$ cat src/rtl/crp_pkg.sv
package crp_pkg;

    typedef enum logic [3:0] {
        ST_IDLE,
        ST_ADDR_SETUP,
        ST_ADDR_REQ,
        ST_ADDR_REL,
        ST_DATA_SETUP,
        ST_DATA_REQ,
        ST_DATA_REL,
        ST_WR_SETUP,
        ST_WR_REQ,
        ST_WR_REL,
        ST_RD_SETUP,
        ST_RD_REQ,
        ST_RD_REL
    } crp_state_e;

    typedef struct packed {
        logic cap_addr;
        logic cap_data;
        logic rd;
        logic wr;
    } crp_strobe_t;

    // States in which the acknowledge line is polled
    function automatic logic is_wait(crp_state_e st);
        return (st == ST_ADDR_REQ) || (st == ST_ADDR_REL) ||
               (st == ST_DATA_REQ) || (st == ST_DATA_REL) ||
               (st == ST_WR_REQ)   || (st == ST_WR_REL)   ||
               (st == ST_RD_REQ)   || (st == ST_RD_REL);
    endfunction

    // Strobe pattern driven while in a state
    function automatic crp_strobe_t state_strobe(crp_state_e st);
        crp_strobe_t s;
        s          = '0;
        s.cap_addr = (st == ST_ADDR_REQ);
        s.cap_data = (st == ST_DATA_REQ);
        s.wr       = (st == ST_WR_REQ);
        s.rd       = (st == ST_RD_REQ);
        return s;
    endfunction

endpackage

$ cat src/rtl/crp_poll_timer.sv
module crp_poll_timer
    #(
    parameter int unsigned POLL_CYC  = 4,
    parameter int unsigned MAX_POLLS = 200
    )
    (
    input  logic clk,
    input  logic rst_n,
    input  logic restart,
    input  logic active,
    output logic poll_now,
    output logic poll_last
    );

    localparam int unsigned TW = (POLL_CYC > 1) ? $clog2(POLL_CYC) : 1;
    localparam int unsigned PW = (MAX_POLLS > 1) ? $clog2(MAX_POLLS + 1) : 1;

    logic [TW-1:0] tick_q;
    logic [PW-1:0] polls_q;

    assign poll_now  = active && (tick_q == '0);
    assign poll_last = (polls_q == PW'(MAX_POLLS - 1));

    always_ff @(posedge clk) begin
        if (!rst_n || restart) begin
            tick_q  <= '0;
            polls_q <= '0;
        end else if (poll_now) begin
            tick_q <= TW'(POLL_CYC - 1);
            if (!poll_last)
                polls_q <= polls_q + 1'b1;
        end else if (active && (tick_q != '0)) begin
            tick_q <= tick_q - 1'b1;
        end
    end

endmodule

$ cat src/rtl/crp_cmd_pack.sv
module crp_cmd_pack
    import crp_pkg::*;
    #(
    parameter int unsigned DATA_W = 16
    )
    (
    input  logic [DATA_W-1:0] val,
    input  crp_strobe_t       stb,
    output logic [DATA_W+3:0] word
    );

    // strobe positions are fixed relative to the value field
    always_comb begin
        word = {stb.cap_addr, stb.cap_data, val, stb.rd, stb.wr};
    end

endmodule

$ cat src/rtl/crport_seq.sv
module crport_seq
    import crp_pkg::*;
    #(
    parameter int unsigned DATA_W    = 16,
    parameter int unsigned HOLD_CYC  = 2,
    parameter int unsigned POLL_CYC  = 4,
    parameter int unsigned MAX_POLLS = 200
    )
    (
    input  logic              clk,
    input  logic              rst_n,
    input  logic              req_valid,
    input  logic              req_we,
    input  logic [DATA_W-1:0] req_addr,
    input  logic [DATA_W-1:0] req_wdata,
    output logic              req_ready,
    output logic [DATA_W-1:0] rsp_rdata,
    output logic              rsp_err,
    output logic [DATA_W+3:0] phy_cmd,
    input  logic              phy_ack,
    input  logic [DATA_W-1:0] phy_rdata
    );

    localparam int unsigned HW = (HOLD_CYC > 1) ? $clog2(HOLD_CYC) : 1;

    crp_state_e        st_q, st_nx;
    logic [DATA_W-1:0] addr_q, wdata_q;
    logic              we_q;
    logic [HW-1:0]     hold_q;
    logic [DATA_W-1:0] val_q, val_nx;
    crp_strobe_t       stb_q, stb_nx;
    logic              ready_q, err_q;
    logic [DATA_W-1:0] rdata_q;
    logic              accept, timeout, take_rd;
    logic              poll_now, poll_last, tmr_restart, tmr_active;

    assign accept      = (st_q == ST_IDLE) && req_valid;
    assign tmr_active  = is_wait(st_q);
    assign tmr_restart = (st_nx != st_q) && is_wait(st_nx);

    crp_poll_timer #(
        .POLL_CYC  (POLL_CYC),
        .MAX_POLLS (MAX_POLLS)
    ) u_timer (
        .clk       (clk),
        .rst_n     (rst_n),
        .restart   (tmr_restart),
        .active    (tmr_active),
        .poll_now  (poll_now),
        .poll_last (poll_last)
    );

    // next-state logic
    always_comb begin
        st_nx   = st_q;
        timeout = 1'b0;
        take_rd = 1'b0;
        unique case (st_q)
            ST_IDLE:       if (req_valid) st_nx = ST_ADDR_SETUP;
            ST_ADDR_SETUP: if (hold_q == '0) st_nx = ST_ADDR_REQ;
            ST_ADDR_REQ: if (poll_now) begin
                if (phy_ack)        st_nx = ST_ADDR_REL;
                else if (poll_last) timeout = 1'b1;
            end
            ST_ADDR_REL: if (poll_now) begin
                if (!phy_ack)       st_nx = we_q ? ST_DATA_SETUP : ST_RD_SETUP;
                else if (poll_last) timeout = 1'b1;
            end
            ST_DATA_SETUP: if (hold_q == '0) st_nx = ST_DATA_REQ;
            ST_DATA_REQ: if (poll_now) begin
                if (phy_ack)        st_nx = ST_DATA_REL;
                else if (poll_last) timeout = 1'b1;
            end
            ST_DATA_REL: if (poll_now) begin
                if (!phy_ack)       st_nx = ST_WR_SETUP;
                else if (poll_last) timeout = 1'b1;
            end
            ST_WR_SETUP:   st_nx = ST_WR_REQ;
            ST_WR_REQ: if (poll_now) begin
                if (phy_ack)        st_nx = ST_WR_REL;
                else if (poll_last) timeout = 1'b1;
            end
            ST_WR_REL: if (poll_now) begin
                if (!phy_ack)       st_nx = ST_IDLE;
                else if (poll_last) timeout = 1'b1;
            end
            ST_RD_SETUP:   st_nx = ST_RD_REQ;
            ST_RD_REQ: if (poll_now) begin
                if (phy_ack) begin
                    st_nx   = ST_RD_REL;
                    take_rd = 1'b1;
                end else if (poll_last) begin
                    timeout = 1'b1;
                end
            end
            ST_RD_REL: if (poll_now) begin
                if (!phy_ack)       st_nx = ST_IDLE;
                else if (poll_last) timeout = 1'b1;
            end
            default:       st_nx = ST_IDLE;
        endcase
        if (timeout)
            st_nx = ST_IDLE;
    end

    // state register
    always_ff @(posedge clk) begin
        if (!rst_n) st_q <= ST_IDLE;
        else        st_q <= st_nx;
    end

    // request capture and setup hold counter
    always_ff @(posedge clk) begin
        if (!rst_n) begin
            addr_q  <= '0;
            wdata_q <= '0;
            we_q    <= 1'b0;
            hold_q  <= '0;
        end else begin
            if (accept) begin
                addr_q  <= req_addr;
                wdata_q <= req_wdata;
                we_q    <= req_we;
            end
            if ((st_nx != st_q) &&
                ((st_nx == ST_ADDR_SETUP) || (st_nx == ST_DATA_SETUP)))
                hold_q <= HW'(HOLD_CYC - 1);
            else if (hold_q != '0)
                hold_q <= hold_q - 1'b1;
        end
    end

    // bus value and strobes for the coming state
    always_comb begin
        unique case (st_nx)
            ST_ADDR_SETUP, ST_ADDR_REQ, ST_ADDR_REL:
                val_nx = accept ? req_addr : addr_q;
            ST_DATA_SETUP, ST_DATA_REQ, ST_DATA_REL,
            ST_WR_SETUP, ST_WR_REQ, ST_WR_REL:
                val_nx = wdata_q;
            default:
                val_nx = '0;
        endcase
        stb_nx = state_strobe(st_nx);
    end

    // registered outputs
    always_ff @(posedge clk) begin
        if (!rst_n) begin
            val_q   <= '0;
            stb_q   <= '0;
            ready_q <= 1'b1;
            err_q   <= 1'b0;
            rdata_q <= '0;
        end else begin
            val_q   <= val_nx;
            stb_q   <= stb_nx;
            ready_q <= (st_nx == ST_IDLE);
            err_q   <= timeout;
            if (accept || timeout) rdata_q <= '0;
            else if (take_rd)      rdata_q <= phy_rdata;
        end
    end

    crp_cmd_pack #(.DATA_W(DATA_W)) u_pack (
        .val  (val_q),
        .stb  (stb_q),
        .word (phy_cmd)
    );

    assign req_ready = ready_q;
    assign rsp_err   = err_q;
    assign rsp_rdata = rdata_q;

endmodule

$ cat config.mk
export PLATFORM = sky130hd
export DESIGN_NAME = crport_seq
export DESIGN_NICKNAME = d
export VERILOG_FILES = /design/src/rtl/crp_pkg.sv /design/src/rtl/crp_poll_timer.sv /design/src/rtl/crp_cmd_pack.sv /design/src/rtl/crport_seq.sv
export SDC_FILE = /design/constraint.sdc
export NUM_CORES = 1
export LEC_CHECK = 0
export BUFFER_PORTS_ARGS = -buffer_cell sky130_fd_sc_hd__clkbuf_2
export CORE_MARGIN = 3
export CORE_UTILIZATION = 31
export CTS_CLUSTER_SIZE = 8
export DETAILED_ROUTE_END_ITERATION = 7
export PLACE_DENSITY = 0.49
export SETUP_SLACK_MARGIN = 0.05
export SLEW_MARGIN = 20
export SYNTH_ARGS = -nofsm -noshare
export SYNTH_HDL_FRONTEND = slang
export SYNTH_SLANG_ARGS = --single-unit
$ cat constraint.sdc
create_clock -name clk -period 6.95 [get_ports clk]
set_clock_uncertainty 0.15 [all_clocks]
set_input_delay 0.3475 -clock clk [delete_from_list [all_inputs] [get_ports clk]]
set_output_delay 0.3475 -clock clk [all_outputs]
set_load 0.01 [all_outputs]
* After elaboration in Yosys (flattened, before gate mapping)
Index checks and enable logic that the tools add are counted.
W data, S select, Z words.
** Word-level totals
- Output and inout bits :: 38
- Bits of input ports :: 53
- Flip-flop bits (word level) :: 86
** Operators by class
- Bitwise gates (word level) :: 2
- Muxes and demuxes :: 35
- Equality and inequality tests :: 25
- Add/subtract/negate cells :: 3
- Reductions and logical operators :: 35
** Operators by type and width (count)
- $mux W4 :: 19
- $pmux W4 S12 :: 1
- $eq A4 B4 Y1 const B :: 9
- $eq A4 B3 Y1 const B :: 8
- $pmux W16 S2 :: 1
- $logic_or A1 B1 Y1 :: 17
- $eq A4 B2 Y1 const B :: 4
- $mux W16 :: 1
- $mux W1 :: 10
- $add A8 B1 Y8 const B :: 1
- $eq A4 B1 Y1 const B :: 2
- $eq A8 B8 Y1 const B :: 1
- $logic_not A4 Y1 :: 2
- $reduce_or A4 Y1 :: 2
- $reduce_or A6 Y1 :: 1
- $logic_and A1 B1 Y1 :: 5
- $mux W2 :: 2
- $ne A4 B4 Y1 :: 1
- $reduce_bool A2 Y1 :: 2
- $reduce_or A2 Y1 :: 2
- $reduce_or A3 Y1 :: 1
- $logic_not A2 Y1 :: 1
- $not A1 Y1 :: 2
- $pmux W1 S2 :: 1
- 4 further kinds :: 4

* Depth between registers and ports, before layout
Gate-level depths: netlist of run 1.
- Word-level depth :: 22
- Gate-level depth with buffers :: 12

* Hierarchy
Synthesis of run 1 repeated with hierarchy kept, for this count alone.
** Unflattened totals
- Cell total of the unflattened synthesis :: 461
- Area total of the unflattened synthesis :: 3876.2 µm²
** By module, submodules not included
- crport_seq :: times used 1, area an instance 3230.6 µm², cells each 385, sequential area each 1521.5 µm²
- crp_poll_timer :: times used 1, area an instance 495.5 µm², cells each 56, sequential area each 200.2 µm²
- crp_cmd_pack :: times used 1, area an instance 150.1 µm², cells each 20, sequential area each 0.0 µm²

* Least setup slack after synthesis of run 1
OpenSTA, ideal clock, no wires.
- Path type :: reg-to-reg
- Start point :: reg u_timer.tick_q[0]
- End point :: reg val_q[0]
- Clock period less this slack :: 2502 ps
- Path slack :: 4448 ps
- Arrival :: 2235 ps
- Required time :: 6683 ps
- Stages on the path, launching flop included :: 12
- Buffers on the path :: 3
- Cells stage by stage :: dfxtp_1 inv_1 ha_1 buf_2 and4b_4 and3_1 buf_6 a221o_1 and3_1 o21a_4 buf_6 a22o_1
** Between the ends
- Cells in the longest elaborated chain, start to end :: 8
** Ends and longest elaborated chain
- start: declaration :: RTL line crp_poll_timer.sv:18 : logic [TW-1:0] tick_q;
- start signal: assignment :: RTL line crp_poll_timer.sv:29 : tick_q <= TW'(POLL_CYC - 1);
- start signal: assignment :: RTL line crp_poll_timer.sv:33 : tick_q <= tick_q - 1'b1;
- $logic_not A2 Y1 * :: RTL line crp_poll_timer.sv:21 : assign poll_now = active && (tick_q == '0);
- $logic_and A1 B1 Y1 * :: RTL line crp_poll_timer.sv:21
- $mux W4 (tied with other cells) :: RTL line crport_seq.sv:96 : ST_RD_REL: if (poll_now) begin
- $pmux W4 S12 or $pmux W1 S2 (tied branches) :: RTL line crport_seq.sv:58 : unique case (st_q)
- $mux W4 * :: RTL line crport_seq.sv:102 : if (timeout)
- $eq A4 B4 Y1 (tied with other cells) :: RTL line crport_seq.sv:135 : unique case (st_nx)
- $reduce_or A6 Y1 or $reduce_or A3 Y1 (tied branches) :: RTL line crport_seq.sv:135
- $pmux W16 S2 * :: RTL line crport_seq.sv:135
- end signal: assignment :: RTL line crport_seq.sv:156 : val_q <= val_nx;
- end: declaration :: RTL line crport_seq.sv:30 : logic [DATA_W-1:0] val_q, val_nx;
Every way passes the cells marked *; elsewhere a longest branch is shown, timed or not.
A chain may end at the register's enable or synchronous reset.

* Worst setup path in the final report of run 1
- Start point :: reg st_q[2]
- End point :: reg val_q[5]
** Between the ends
- Cells in the longest elaborated chain, start to end :: 15
** Ends and longest elaborated chain
- start: declaration :: RTL line crport_seq.sv:26 : crp_state_e st_q, st_nx;
- start signal: assignment :: RTL line crport_seq.sv:109 : else st_q <= st_nx;
- $eq A4 B2 Y1 :: RTL line crp_pkg.sv:28, crport_seq.sv:58
- $logic_or A1 B1 Y1 (2 in a row) :: RTL line crp_pkg.sv:28 : return (st == ST_ADDR_REQ) || (st == ST_ADDR_REL) ||
- $logic_or A1 B1 Y1 (2 in a row) :: RTL line crp_pkg.sv:29 : (st == ST_DATA_REQ) || (st == ST_DATA_REL) ||
- $logic_or A1 B1 Y1 (2 in a row) :: RTL line crp_pkg.sv:30 : (st == ST_WR_REQ) || (st == ST_WR_REL) ||
- $logic_or A1 B1 Y1 :: RTL line crp_pkg.sv:31 : (st == ST_RD_REQ) || (st == ST_RD_REL);
- $logic_and A1 B1 Y1 :: RTL line crp_poll_timer.sv:21
- $mux W4 (tied with other cells) :: RTL line crport_seq.sv:96
- $pmux W4 S12 or $pmux W1 S2 (tied branches) :: RTL line crport_seq.sv:58
- $mux W4 :: RTL line crport_seq.sv:102
- $eq A4 B4 Y1 (tied with other cells) :: RTL line crport_seq.sv:135
- $reduce_or A6 Y1 or $reduce_or A3 Y1 (tied branches) :: RTL line crport_seq.sv:135
- $pmux W16 S2 * :: RTL line crport_seq.sv:135
Marked as above.

==> impl.org, run 1 <==
** Run status
- Status :: finished clean

** Die
- The die is 116 um tall.
- Total Die Area :: 13400 um^2
- Core region area :: 11600 um^2
- Initial core utilization :: 0.322
- The die is 116 um wide.
- During I/O placement, the number of pins put on the boundary was 91.
- The floorplan has 39 rows.

** STA
- Slew Viols, Final :: 0
- The clock period could shrink to 3140 ps.
- Dividing the final minimum period by the clock period gives 0.452.
- Number of endpoints failing setup at the final stage :: 0
- Setup repair after global routing left no endpoint under its margin.
- Endpoints failing hold :: 0
- Total Negative Setup Slacks :: 0 ps
- Slew Limit Headroom :: 0.448
- In the post-route analysis, the smallest setup slack over all paths is 3810 ps.
- At the pin with the least slew margin, the transition time is 827 ps.
- Static timing analysis puts the maximum clock frequency at 319 MHz.

** Clock tree
- Total clock buffers created by CTS :: 9
- Clock tree from TritonCTS :: built
- Clock latency of the later-clocked register in the worst-skew pair :: 340 ps
- Setup repair bufs after CTS :: 0
- Resized Gates After CTS :: 0
- Clock buffer depth :: 2
- Clk Tree Root Cell :: sky130_fd_sc_hd__clkbuf_16
- CTS clk-pin slew, worst paths :: 70 ps
- Number of hold-repair buffers added at the cts stage :: 0
- H-Tree Depth :: 3
- Clock Sink Count :: 86

** Synthesis
- Average cell area after synthesis :: 8.75 um^2
- Area share of the largest cell type after synthesis :: 0.462
- Leading post-synthesis cells by cell area :: sky130_fd_sc_hd__dfxtp_1, sky130_fd_sc_hd__nand2_1, sky130_fd_sc_hd__a21oi_1, sky130_fd_sc_hd__a22o_1, sky130_fd_sc_hd__xnor2_1
- Seq/Total Area, Yosys :: 0.462
- Yosys mapped a number of flops with a built-in enable equal to 0.
- The most used flip-flop cell after synthesis is sky130_fd_sc_hd__dfxtp_1.
- Number of warning messages in the yosys log :: 0
- In this run the cell area of the synthesized design comes to 3730 um^2.
- Largest area contributor in the synthesized netlist :: sky130_fd_sc_hd__dfxtp_1
- Count of cell types in the netlist :: 66
- Post-Syn Instances :: 426
- Share of flip-flops with an asynchronous set or reset :: 0
- Synthesis inferred 86 register bits.
- When the netlist entered floorplanning its net count stood at 481.

** Global route
- Overflow after GRT :: 0
- First-pass GRT wire length :: 14800 um
- The number of antenna violations at the first check in global routing is 0.
- For this run, the total global-route usage over all layers was measured as 0.140.
- Vias in the first global route :: 2980
- Entering global routing, the biggest net connects 44 pins.

** Drt
- Remaining DRCs :: 0
- In the routed layout, each cell is associated on average with a via count of 4.89.
- Drt total wl :: 9160 um
- The detail route stage leaves a number of antenna-violating nets equal to 0.
- Drt first pass iters :: 4
- Average wire per standard cell :: 14.1 um
- Detailed routing inserted a total of 3175 vias.
- Detailed Route Iter0 Violations :: 198

** Finish
- Ratio of cells with drive above 1 in the final layout :: 0.263
- The area growth from synthesis to layout is 20.4%.
- Across the whole layout, storage elements account for 1720 um^2.
- In the final layout, the multi-input gates occupy 1810 um^2.
- 0 antenna diodes ended up in the layout.
- In the layout the commonest cells are sky130_fd_sc_hd__nand2_1, sky130_fd_sc_hd__clkbuf_2, sky130_fd_sc_hd__dfxtp_1.
- Leading cell type in the layout, fill and taps excluded :: sky130_fd_sc_hd__nand2_1
- Summed area of non-filler cells in the final layout :: 4490 um^2
- # fillers :: 1201
- At the end of the flow, the number of nets in the layout was 556.

** Critical path
- The critical path goes through and4b_4 -> and3_1 -> a221o_1 -> nand2_2 -> nand2_2 -> nor3_4 -> a22o_1.
- Along the worst path, the maximum fanout reaches 25.
- CP top delay family :: simple AND/OR/NAND/NOR gates
- Most frequent CP cell :: sky130_fd_sc_hd__nand2_2
- Slowest stage cell on the critical path :: sky130_fd_sc_hd__dfxtp_1
- Number of buffer and inverter stages on the critical path :: 0
- Data on the critical path is required at its endpoint by 7080 ps.
- Critical path data arrival time :: 3270 ps
- The largest single stage delay on the critical path is 790 ps.
- The worst setup path is launched from a flop.
- Crit end category :: flop
- Setup CP Type :: reg -> reg

** Placement
- RD Place Congestion :: 0.781
- Worst slack after detailed placement :: 3760 ps
- Port Buffers :: 90
- Post-detailed-placement half-perimeter wirelength :: 6250 um
- Cell area reported after detailed placement :: 4200 um^2

** Power
- Switching Power :: 596 uW
- Overall power after layout :: 1.61 mW
- Of the total power, the share spent switching nets is 0.369.
- Worst ir drop on vdd :: 0.173 mV
- For this design the static power due to leakage is 1.79 nW.
- Relative contribution of sequential cells to total power :: 0.393
- Clock power frac :: 0.279
- Cell internal power was estimated by the tool at 1.02 mW.
- For this design the ratio of total power to cell area is 360 nW/um^2.
- Comb power frac :: 0.328

** Flow run
- The tool flagged a number of max-cap violations equal to 0.

** Worst hold path
- The path class of the tightest hold or removal check is in -> reg.
[Yosys cell counts (all sizes together) (5+ instances only)]
cell	count
nor3b	5
dfxtp	86
a21oi	56
nand3	11
inv	6
clkbuf	10
nand2	110
o21ai	9
a211oi	6
nor3	6
buf	19
nor2b	5
and3	6
a22o	16
nor2	12
xnor2	8
[state kept, by name (all words and copies together) (netlist names)]
| register | count |
|---|---|
| addr_q | 16 |
| hold_q | 1 |
| req_ready | 1 |
| rsp_err | 1 |
| rsp_rdata | 16 |
| st_q | 4 |
| stb_q | 4 |
| u_timer.polls_q | 8 |
| u_timer.tick_q | 2 |
| val_q | 16 |
| wdata_q | 16 |
| we_q | 1 |
[power by group through the flow]
stage	Clock, mW	Combinational, mW	Sequential [mW]
after global placement	0	0.533	0.642
after CTS	0.468	0.535	0.634
after detailed placement	0	0.533	0.645
final	0.450	0.530	0.634
after floorplan	0	0.418	0.622
after global routing	0.490	0.603	0.645
[worst min-delay path, delay by kind of cell]
kind	cells	cell delay (ps)
AND/OR/NAND/NOR	1	40
buffers and inverters	1	80
AO/OA/AOI/OAI	1	50
[metal layers]
layer | track usage | vias to the layer above | share of wire
met5 | 0 | - | 0
met3 | 0.0381 | 9 | 0.059
met4 | 0.0464 | 0 | 0.013
met2 | 0.216 | 83 | 0.44
li1 | - | 1631 | -
met1 | 0.190 | 1452 | 0.49
[layout make-up]
class                   instances  share of cell area
clock inverters                 6             0.00976
clock buffers                  10              0.0533
inverters                       6             0.00502
flip-flops and latches         86               0.384
repair buffers                 93               0.105
well taps                     143              0.0399
multi-input cells             305               0.403
[kinds of logic after synthesis]
family	after synthesis	synth area share
XOR/XNOR	8	0.0188
AND/OR/NAND/NOR	176	0.229
AO/OA/AOI/OAI	114	0.217
multiplexers	5	0.0141
buffers and inverters	35	0.0530
adder cells (fa/ha/maj)	2	0.00671
flip-flops	86	0.462
[per-stage QoR]
stage / util / instances / hold slack, ps
after floorplan: - / 426 / 286
after global placement: 0.364 / 633 / 292
after detailed placement: 0.364 / 633 / 297
after CTS: 0.388 / 649 / 61.5
after global routing: 0.388 / 649 / 70.4
final: 0.388 / 649 / 76.3
[path summary, 6_finish.rpt]
| kind | from | to | slack, ps | cells past startpoint |
|---|---|---|---|---|
| max | st_q[2]$_SDFF_PN0_ | val_q[5]$_SDFF_PN0_ | 3810 | 7 |
| min | req_wdata[0] | wdata_q[0]$_SDFFE_PN0P_ | 80 | 3 |
| max reg2reg | st_q[2]$_SDFF_PN0_ | val_q[5]$_SDFF_PN0_ | 3810 | 7 |
| min reg2reg | rsp_rdata[4]$_SDFFE_PP0P_ | rsp_rdata[4]$_SDFFE_PP0P_ | 300 | 2 |
No activity file was read; power rests on OpenSTA's default activity.
==> run 2: changes to the inputs <==
ABC_AREA = 1   (was default)
PLACE_DENSITY = 0.51   (was 0.49)
clock period = 2.6 ns   (was 6.95 ns; I/O delays follow)
==> impl.org, run 2 <==
** Synthesis
- Number of warning messages in the yosys log :: 0 (unchanged)
- The sequential element share of the synthesized area came to 0.461 (-0.00108).
- The cell count after synthesis came to 485 (+14%).
- Number of enable-type register cells in the synthesized netlist :: 0 (unchanged)
- Most numerous cell types in the synthesized netlist :: sky130_fd_sc_hd__nand2_1, sky130_fd_sc_hd__dfxtp_1, sky130_fd_sc_hd__a21oi_1
- The count of distinct cell types in the synthesized netlist came to 35 (-47%).
- Area share of the largest cell type after synthesis :: 0.461 (-0.00108)
- Most frequent cell after synthesis :: sky130_fd_sc_hd__nand2_1
- Average cell area after synthesis :: 7.70 um^2 (-12%)
- The largest total area in the synthesized netlist belongs to sky130_fd_sc_hd__dfxtp_1.
- Leading post-synthesis cells by cell area :: sky130_fd_sc_hd__dfxtp_1, sky130_fd_sc_hd__nand2_1, sky130_fd_sc_hd__a21oi_1, sky130_fd_sc_hd__mux2i_1, sky130_fd_sc_hd__nor2_1
- Synth Flop Type :: sky130_fd_sc_hd__dfxtp_1
- The synthesized net count was 540 (+12%).
- The proportion of synthesized flip-flops having asynchronous set or reset is 0 (unchanged).
- The area of the mapped netlist was 3740 um^2 (+0.23%).
- The post-synthesis register bit count is 86 (unchanged).

** Global route
- Initial antenna violation count :: 0 (unchanged)
- The via count of the first global-routing pass came to 3427 (+15%).
- First-pass GRT wire length :: 16100 um (+8.6%)
- Combined global-route utilization of all metal layers :: 0.152 (+0.0123)
- The leftover overflow at the end of global routing was 0 (unchanged).
- The maximum number of pins on one net before global-route repair is 38 (-14%).

** Drt
- The number of iterations in the first detailed-routing pass is 4 (unchanged).
- The final routed wire length divided by cell count is 13.2 um (-6.3%).
- The DRC violations left came to 0 (unchanged).
- The sum of routed wire length over all layers came to 10700 um (+17%).
- Total vias in the final route :: 3719 (+17%)
- Final antenna-violating net count :: 0 (unchanged)
- The violation count after the first detailed-routing iteration came to 192 (-3.0%).
- The detailed-route vias per instance was 4.60 (-6.0%).

** STA
- Total Negative Setup Slacks :: 0 ps (unchanged)
- The transition time at the pin with the least slew margin is 390 ps (-438 ps).
- Final setup slack of the worst path :: 80.3 ps (-3730 ps)
- Fin crit share :: 0.969 (+0.517)
- The maximum clock rate was 397 MHz (+25%).
- Min Tclk post-route :: 2520 ps (-619 ps)
- The relative slew slack is 0.740 (+0.293).
- Slew Viols, Final :: 0 (unchanged)
- The worst-case hold slack came to 122 ps (+45.3 ps).
- The final count of hold timing violations came to 0 (unchanged).
- Setup repair after global routing could not meet its margin everywhere.
- Number of endpoints failing setup at the final stage :: 0 (unchanged)

** Finish
- Diode count :: 0 (unchanged)
- Leaving out fill and tap cells, the most frequent cells in the layout are sky130_fd_sc_hd__nand2_1, sky130_fd_sc_hd__clkbuf_2, sky130_fd_sc_hd__dfxtp_1.
- Footprint of the flip-flops and latches :: 1740 um^2 (+0.87%)
- The filler cell count is 1083 (-9.8%).
- Area of the multi-input gates :: 2060 um^2 (+14%)
- Fin util :: 0.498 (+0.110)
- From synthesis to final layout, the design area changed by 54.7%.
- The library cell used most frequently in the layout, excluding fill and tap cells, is sky130_fd_sc_hd__nand2_1.
- Nets :: 716 (+29%)
- Ratio of cells with drive above 1 in the final layout :: 0.380 (+0.117)

** Clock tree
- H-Tree Depth :: 3 (unchanged)
- Clock buffer depth :: 2 (unchanged)
- Clk Tree Root Cell :: sky130_fd_sc_hd__clkbuf_16
- TritonCTS built the clock tree.
- Clock Sink Count :: 86 (unchanged)
- CTS clk-pin slew, worst paths :: 70 ps (about the same)
- The clock insertion delay at the later pin of the skew report came to 340 ps (about the same).
- Total clock buffers created by CTS :: 9 (unchanged)

** Worst hold path
- HP Start :: phy_ack
- The path class of the tightest hold or removal check is in -> reg.
- For hold timing, the worst endpoint is rsp_err$_SDFF_PN0_.
- The cell depth of the worst hold path came to 3 (unchanged).

** Critical path
- Data required, critical path :: 2730 ps (-4350 ps)
- The peak fanout along the critical path is 8 (-68%).
- The worst setup path is launched from a flop.
- Critical path startpoint :: st_q[3]$_SDFF_PN0_
- The endpoint identified for the worst register-to-register timing path is val_q[1]$_SDFF_PN0_.
- Setup slack of the most critical reg-to-reg path :: 80 ps (-3730 ps)
- Critical path data arrival time :: 2650 ps (-620 ps)
- Setup CP Type :: reg -> reg
- STA classifies the critical path endpoint as a flop.
- The path depth of the worst reg2reg path came to 17 (+10).
- Reg-to-Reg Start :: st_q[3]$_SDFF_PN0_

** Power
- The leakage power figure came to 2.61 nW (+46%).
- Pwr/cell area :: 620 nW/um^2 (+72%)
- The overall power of the completed layout is 3.58 mW (+120%).
- Worst ir drop on vdd :: 0.312 mV (+80%)

** Die
- Vertical die dimension :: 116 um (+0.11%)
- Number of rows in the core area :: 39 (unchanged)
- The number of top-level pins is 91 (unchanged).
- The area of the placeable core is 11600 um^2 (+0.42%).
- The initial standard-cell utilization of the core was 0.322 (-0.000600).
- Horizontal die dimension :: 116 um (+0.11%)
- Total Die Area :: 13400 um^2 (+0.23%)

** Placement
- The number of buffer cells added on primary ports came to 90 (unchanged).
- Worst slack after detailed placement :: -3.76 ps (-3770 ps)
- The HPWL after detailed placement came to 6850 um (+9.5%).
- The final weighted congestion in routability-driven placement is 0.831 (+6.3%).

** Flow run
- Maximum capacitance violations :: 0 (unchanged)

** Run status
- Status :: finished clean
run 2: cell count changes after synthesis, sizes merged, moves of 14 or more:
cell and delta:
nor2 +42, mux2i +14, a21oi -17, inv +30
o21ai +23, a22o -16, nand2 +41
run 2: report_power, final:
group / internal, mW / switching, mW / total [mW]
Sequential: 1.41 / 0.0459 / 1.45
Clock: 0.749 / 0.540 / 1.29
Combinational: 0.366 / 0.476 / 0.842
run 2: worst max-delay path, stage by stage (launching register included):
cell                        delay [ps]
sky130_fd_sc_hd__dfxtp_4           390
sky130_fd_sc_hd__inv_4              70
sky130_fd_sc_hd__nor2_4             50
sky130_fd_sc_hd__nand2_2           100
sky130_fd_sc_hd__nand2_2            60
sky130_fd_sc_hd__nor2_2            140
sky130_fd_sc_hd__nand2_4            90
sky130_fd_sc_hd__buf_6             150
sky130_fd_sc_hd__nand3_4            80
sky130_fd_sc_hd__nor2_4             50
sky130_fd_sc_hd__a21oi_4           240
sky130_fd_sc_hd__buf_6             150
sky130_fd_sc_hd__nand2_4            50
sky130_fd_sc_hd__buf_6             120
sky130_fd_sc_hd__a21oi_4           220
sky130_fd_sc_hd__clkbuf_16         210
sky130_fd_sc_hd__nand2_2            50
sky130_fd_sc_hd__o21ai_1            70
run 2: worst max path at each step:
stage | to | slack [ps] | cells after the start
finish | val_q[1]$_SDFF_PN0_ | 80 | 17
global route | u_timer.tick_q[1]$_SDFFE_PP0P_ | -20 | 18
CTS | u_timer.polls_q[2]$_SDFFE_PP0P_ | 70 | 17
detailed placement | u_timer.polls_q[2]$_SDFFE_PP0P_ | -4 | 17
global placement | val_q[4]$_SDFF_PN0_ | 10 | 16
floorplan | u_timer.polls_q[0]$_SDFFE_PP0P_ | 330 | 16
run 2: timing repair:
action / CTS / global route
resized for setup: 6 / 90
setup buffers: 0 / 14
hold buffers: 49 / 0
hold endpoints to repair: 49 / 0
cloned: 0 / 2
setup endpoints to repair: 26 / 30
pin swaps: 0 / 26
run 2: cell families (layout without fill, tap and decap cells):
kind of cell,after synthesis,after routing,share of synthesized area
buf+inv,58,238,0.0626
compound gates,75,75,0.112
mux,17,17,0.0455
fa+ha+maj,2,2,0.00670
flops,86,86,0.461
simple gates,238,239,0.292
xor+xnor,9,9,0.0211
run 2: cell type report:
class                           count  share of cell area
Clock buffer                       10              0.0396
Clock inverter                      6              0.0121
Inverter                           36              0.0247
Multi-Input combinational cell    342               0.357
Sequential cell                    86               0.300
Tap cell                          143              0.0310
Timing Repair Buffer              186               0.235
run 2: metrics by stage:
step / cells / cell area, um^2
after floorplan: 485 / 3740
after global placement: 728 / 4530
after detailed placement: 728 / 4530
after CTS: 793 / 5330
after global routing: 809 / 5780
final: 809 / 5780
run 2: metal layers:
layer	track usage	wire length (um)	part of all wire
met1	0.198	4940	0.46
met4	0.0580	233	0.022
met3	0.0292	424	0.040
met5	0	0	0
met2	0.250	5100	0.48
==> run 3: changes to the inputs <==
PLACE_DENSITY = 0.49   (was 0.51)
clock period = 2.35 ns   (was 2.6 ns; I/O delays follow)
==> impl.org, run 3 (synthesis gave the netlist of run 2 again) <==
** Clock tree
- Clock buffer depth :: 2 (unchanged)
- The TritonCTS sink count came to 86 (unchanged).
- CTS clk-pin slew, worst paths :: 60 ps (about the same)
- Clock latency of the later-clocked register in the worst-skew pair :: 340 ps (about the same)
- The number of CTS-inserted buffers is 9 (unchanged).
- Clk Tree Root Cell :: sky130_fd_sc_hd__clkbuf_16
- Clock tree from TritonCTS :: built
- H-Tree Depth :: 3 (unchanged)

** Finish
- # fillers :: 1120 (+3.4%)
- Leading cell type in the layout, fill and taps excluded :: sky130_fd_sc_hd__nand2_1
- The fraction of final layout cells with drive strength greater than 1 was 0.377 (-0.00288).
- Compared with the post-synthesis result, the final layout area differs by 58.3%.
- The share of the core filled with cells in the final layout was 0.509 (+0.0115).
- Diode count :: 0 (unchanged)
- The design area is 5910 um^2 (+2.3%).
- Leaving out fill and tap cells, the most frequent cells in the layout are sky130_fd_sc_hd__nand2_1, sky130_fd_sc_hd__clkbuf_2, sky130_fd_sc_hd__dfxtp_1.
- Nets :: 737 (+2.9%)

** Power
- The overall power of the completed layout came to 4.02 mW (+12%).
- The internal power of the cells was 2.85 mW (+13%).
- P_leak :: 2.69 nW (+3.2%)
- Comb power frac :: 0.246 (+0.011)
- The clock share of power is 0.355 (-0.005).
- Switching Power :: 1.17 mW (+10%)
- Switching portion of total power :: 0.291 (-0.00482)
- The ratio of total power to cell area came to 680 nW/um^2 (+9.6%).
- The relative contribution of sequential cells to total power was 0.398 (-0.007).
- Worst ir drop on vdd :: 0.362 mV (+16%)

** Placement
- RD Place Congestion :: 0.852 (+2.5%)
- Worst slack after detailed placement :: -255 ps (-251 ps)
- The HPWL after detailed placement is 6950 um (+1.5%).
- Cell area reported after detailed placement :: 4680 um^2 (+3.3%)
- The number of buffer cells added on primary ports came to 90 (unchanged).

** Global route
- The global-route wire length before repair came to 17200 um (+7.3%).
- Maximum number of pins on one net before global-route repair :: 39 (+2.6%)
- Combined global-route utilization of all metal layers :: 0.161 (+0.00849)
- Initial antenna violation count :: 0 (unchanged)
- The leftover overflow at the end of global routing came to 0 (unchanged).
- Vias in the first global route :: 3723 (+8.6%)

** STA
- Max Clk Rate :: 405 MHz (+2.0%)
- The number of slew-limit violations in the final report is 0 (unchanged).
- The transition time at the pin with the least slew margin came to 467 ps (+77.3 ps).
- Minimum hold slack :: 47.5 ps (-74.0 ps)
- Min Tclk post-route :: 2470 ps (-48.5 ps)
- Setup repair after global routing could not meet its margin everywhere.
- The final count of hold timing violations is 0 (unchanged).
- Fin crit share :: 1.05 (+0.0824)
- Slew Limit Headroom :: 0.689 (-0.0515)
- Final setup slack of the worst path :: -121 ps (-201 ps)
- The number of failing setup endpoints in the final timing report is 28 (+28).

** Die
- Number of rows in the core area :: 39 (unchanged)
- Initial core utilization :: 0.322 (unchanged)
- The height of the die was 116 um (unchanged).
- Core region area :: 11600 um^2 (unchanged)
- Horizontal die dimension :: 116 um (unchanged)
- Total Die Area :: 13400 um^2 (unchanged)
- IO Count :: 91 (unchanged)

** Run status
- The checks that failed: negative setup slack.
- Status :: complete, but fails checks

** Critical path
- Crit start category :: flop
- The flop-to-flop setup slack came to -120 ps (-200 ps).
- The required arrival time at the worst endpoint was 2460 ps (-270 ps).
- The peak fanout along the critical path came to 8 (unchanged).
- The critical path arrival is 2590 ps (-60 ps).
- Setup CP Type :: reg -> reg
- Crit end category :: flop

** Drt
- Drt first pass iters :: 4 (unchanged)
- Drt total wl :: 11000 um (+3.0%)
- Remaining DRCs :: 0 (unchanged)
- The violation count after the first detailed-routing iteration came to 239 (+24%).
- Vias per std cell :: 4.51 (-2.0%)
- The final routed wire length divided by cell count came to 13.3 um (+0.42%).
- Final antenna-violating net count :: 0 (unchanged)
- Total vias in the final route :: 3740 (+0.56%)

** Worst hold path
- The path class of the tightest hold or removal check is in -> reg.

** Flow run
- The number of max-capacitance violations reported was 0 (unchanged).
==> run 3: cell types whose count changed in the layout (fill, tap and decap cells not counted), moves of 2 or more <==
cell	before	now
sky130_fd_sc_hd__buf_4	38	58
sky130_fd_sc_hd__nand2_1	112	123
sky130_fd_sc_hd__nand2_2	30	21
sky130_fd_sc_hd__nor2_2	11	15
sky130_fd_sc_hd__buf_6	6	3
sky130_fd_sc_hd__nor2_4	13	10
sky130_fd_sc_hd__o21ai_0	11	14
sky130_fd_sc_hd__o21ai_2	5	2
sky130_fd_sc_hd__buf_12	2	4
sky130_fd_sc_hd__inv_1	27	29
sky130_fd_sc_hd__nand2_4	10	8
sky130_fd_sc_hd__nand3_2	4	2
sky130_fd_sc_hd__nor3_1	6	4
sky130_fd_sc_hd__nor3_2	1	3
==> run 3: timing repair <==
action,CTS,global route
buffers inserted,10,5
setup endpoints to repair,32,37
hold buffers,50,0
endpoints found under the hold margin,57,0
pin swaps,8,7
resized for setup,37,33
gates cloned,1,2
==> run 3: worst max-delay path: stages (launching register included) <==
cell and delay, ps:
sky130_fd_sc_hd__dfxtp_4 400, sky130_fd_sc_hd__inv_4 50, sky130_fd_sc_hd__nor2_4 160, sky130_fd_sc_hd__nand2_2 110, sky130_fd_sc_hd__nand4_2 140, sky130_fd_sc_hd__xor2_2 190, sky130_fd_sc_hd__nor2_2 70, sky130_fd_sc_hd__a21oi_4 260
sky130_fd_sc_hd__buf_4 180, sky130_fd_sc_hd__nand2_4 60, sky130_fd_sc_hd__buf_12 130, sky130_fd_sc_hd__a21oi_4 200, sky130_fd_sc_hd__clkbuf_16 190, sky130_fd_sc_hd__nand2_1 40, sky130_fd_sc_hd__o21ai_0 60
==> run 3: layer usage <==
metal / wire (um) / up-vias / global-route usage
met5: 0 / - / 0
li1: - / 1950 / -
met2: 5500 / 82 / 0.282
met1: 4940 / 1702 / 0.198
met4: 62 / 0 / 0.0449
met3: 514 / 6 / 0.0355
==> run 3: final timing paths <==
| kind | from | end | depth (start not counted) |
|---|---|---|---|
| worst max-delay path | st_q[3]$_SDFF_PN0_ | val_q[10]$_SDFF_PN0_ | 14 |
| worst max register to register | st_q[3]$_SDFF_PN0_ | val_q[10]$_SDFF_PN0_ | 14 |
| worst min register to register | wdata_q[5]$_SDFFE_PN0P_ | val_q[5]$_SDFF_PN0_ | 2 |
| worst min-delay path | phy_ack | rsp_err$_SDFF_PN0_ | 3 |
==> run 3: cell type report <==
| type | instances | area, um^2 | share of cell area |
|---|---|---|---|
| clock buffers | 10 | 229 | 0.0387 |
| multi-input cells | 342 | 2010 | 0.340 |
| clock inverters | 6 | 67.6 | 0.0114 |
| well taps | 143 | 179 | 0.0303 |
| repair buffers | 207 | 1550 | 0.262 |
| inverters | 36 | 140 | 0.0237 |
| flip-flops and latches | 86 | 1740 | 0.294 |
==> run 3: power groups by stage <==
stage	Combinational (mW)	Clock, mW	Sequential [mW]
after floorplan	0.418	0	1.64
after global placement	0.725	0	1.63
after CTS	0.876	1.48	1.60
after detailed placement	0.727	0	1.63
final	0.990	1.43	1.60
after global routing	1.08	1.53	1.61
==> run 3: stage by stage <==
step / setup TNS [ps] / std cells
after floorplan: 0 / 485
after global placement: -3810 / 746
after detailed placement: -5690 / 746
after CTS: -49.7 / 823
after global routing: -7310 / 830
final: -2640 / 830
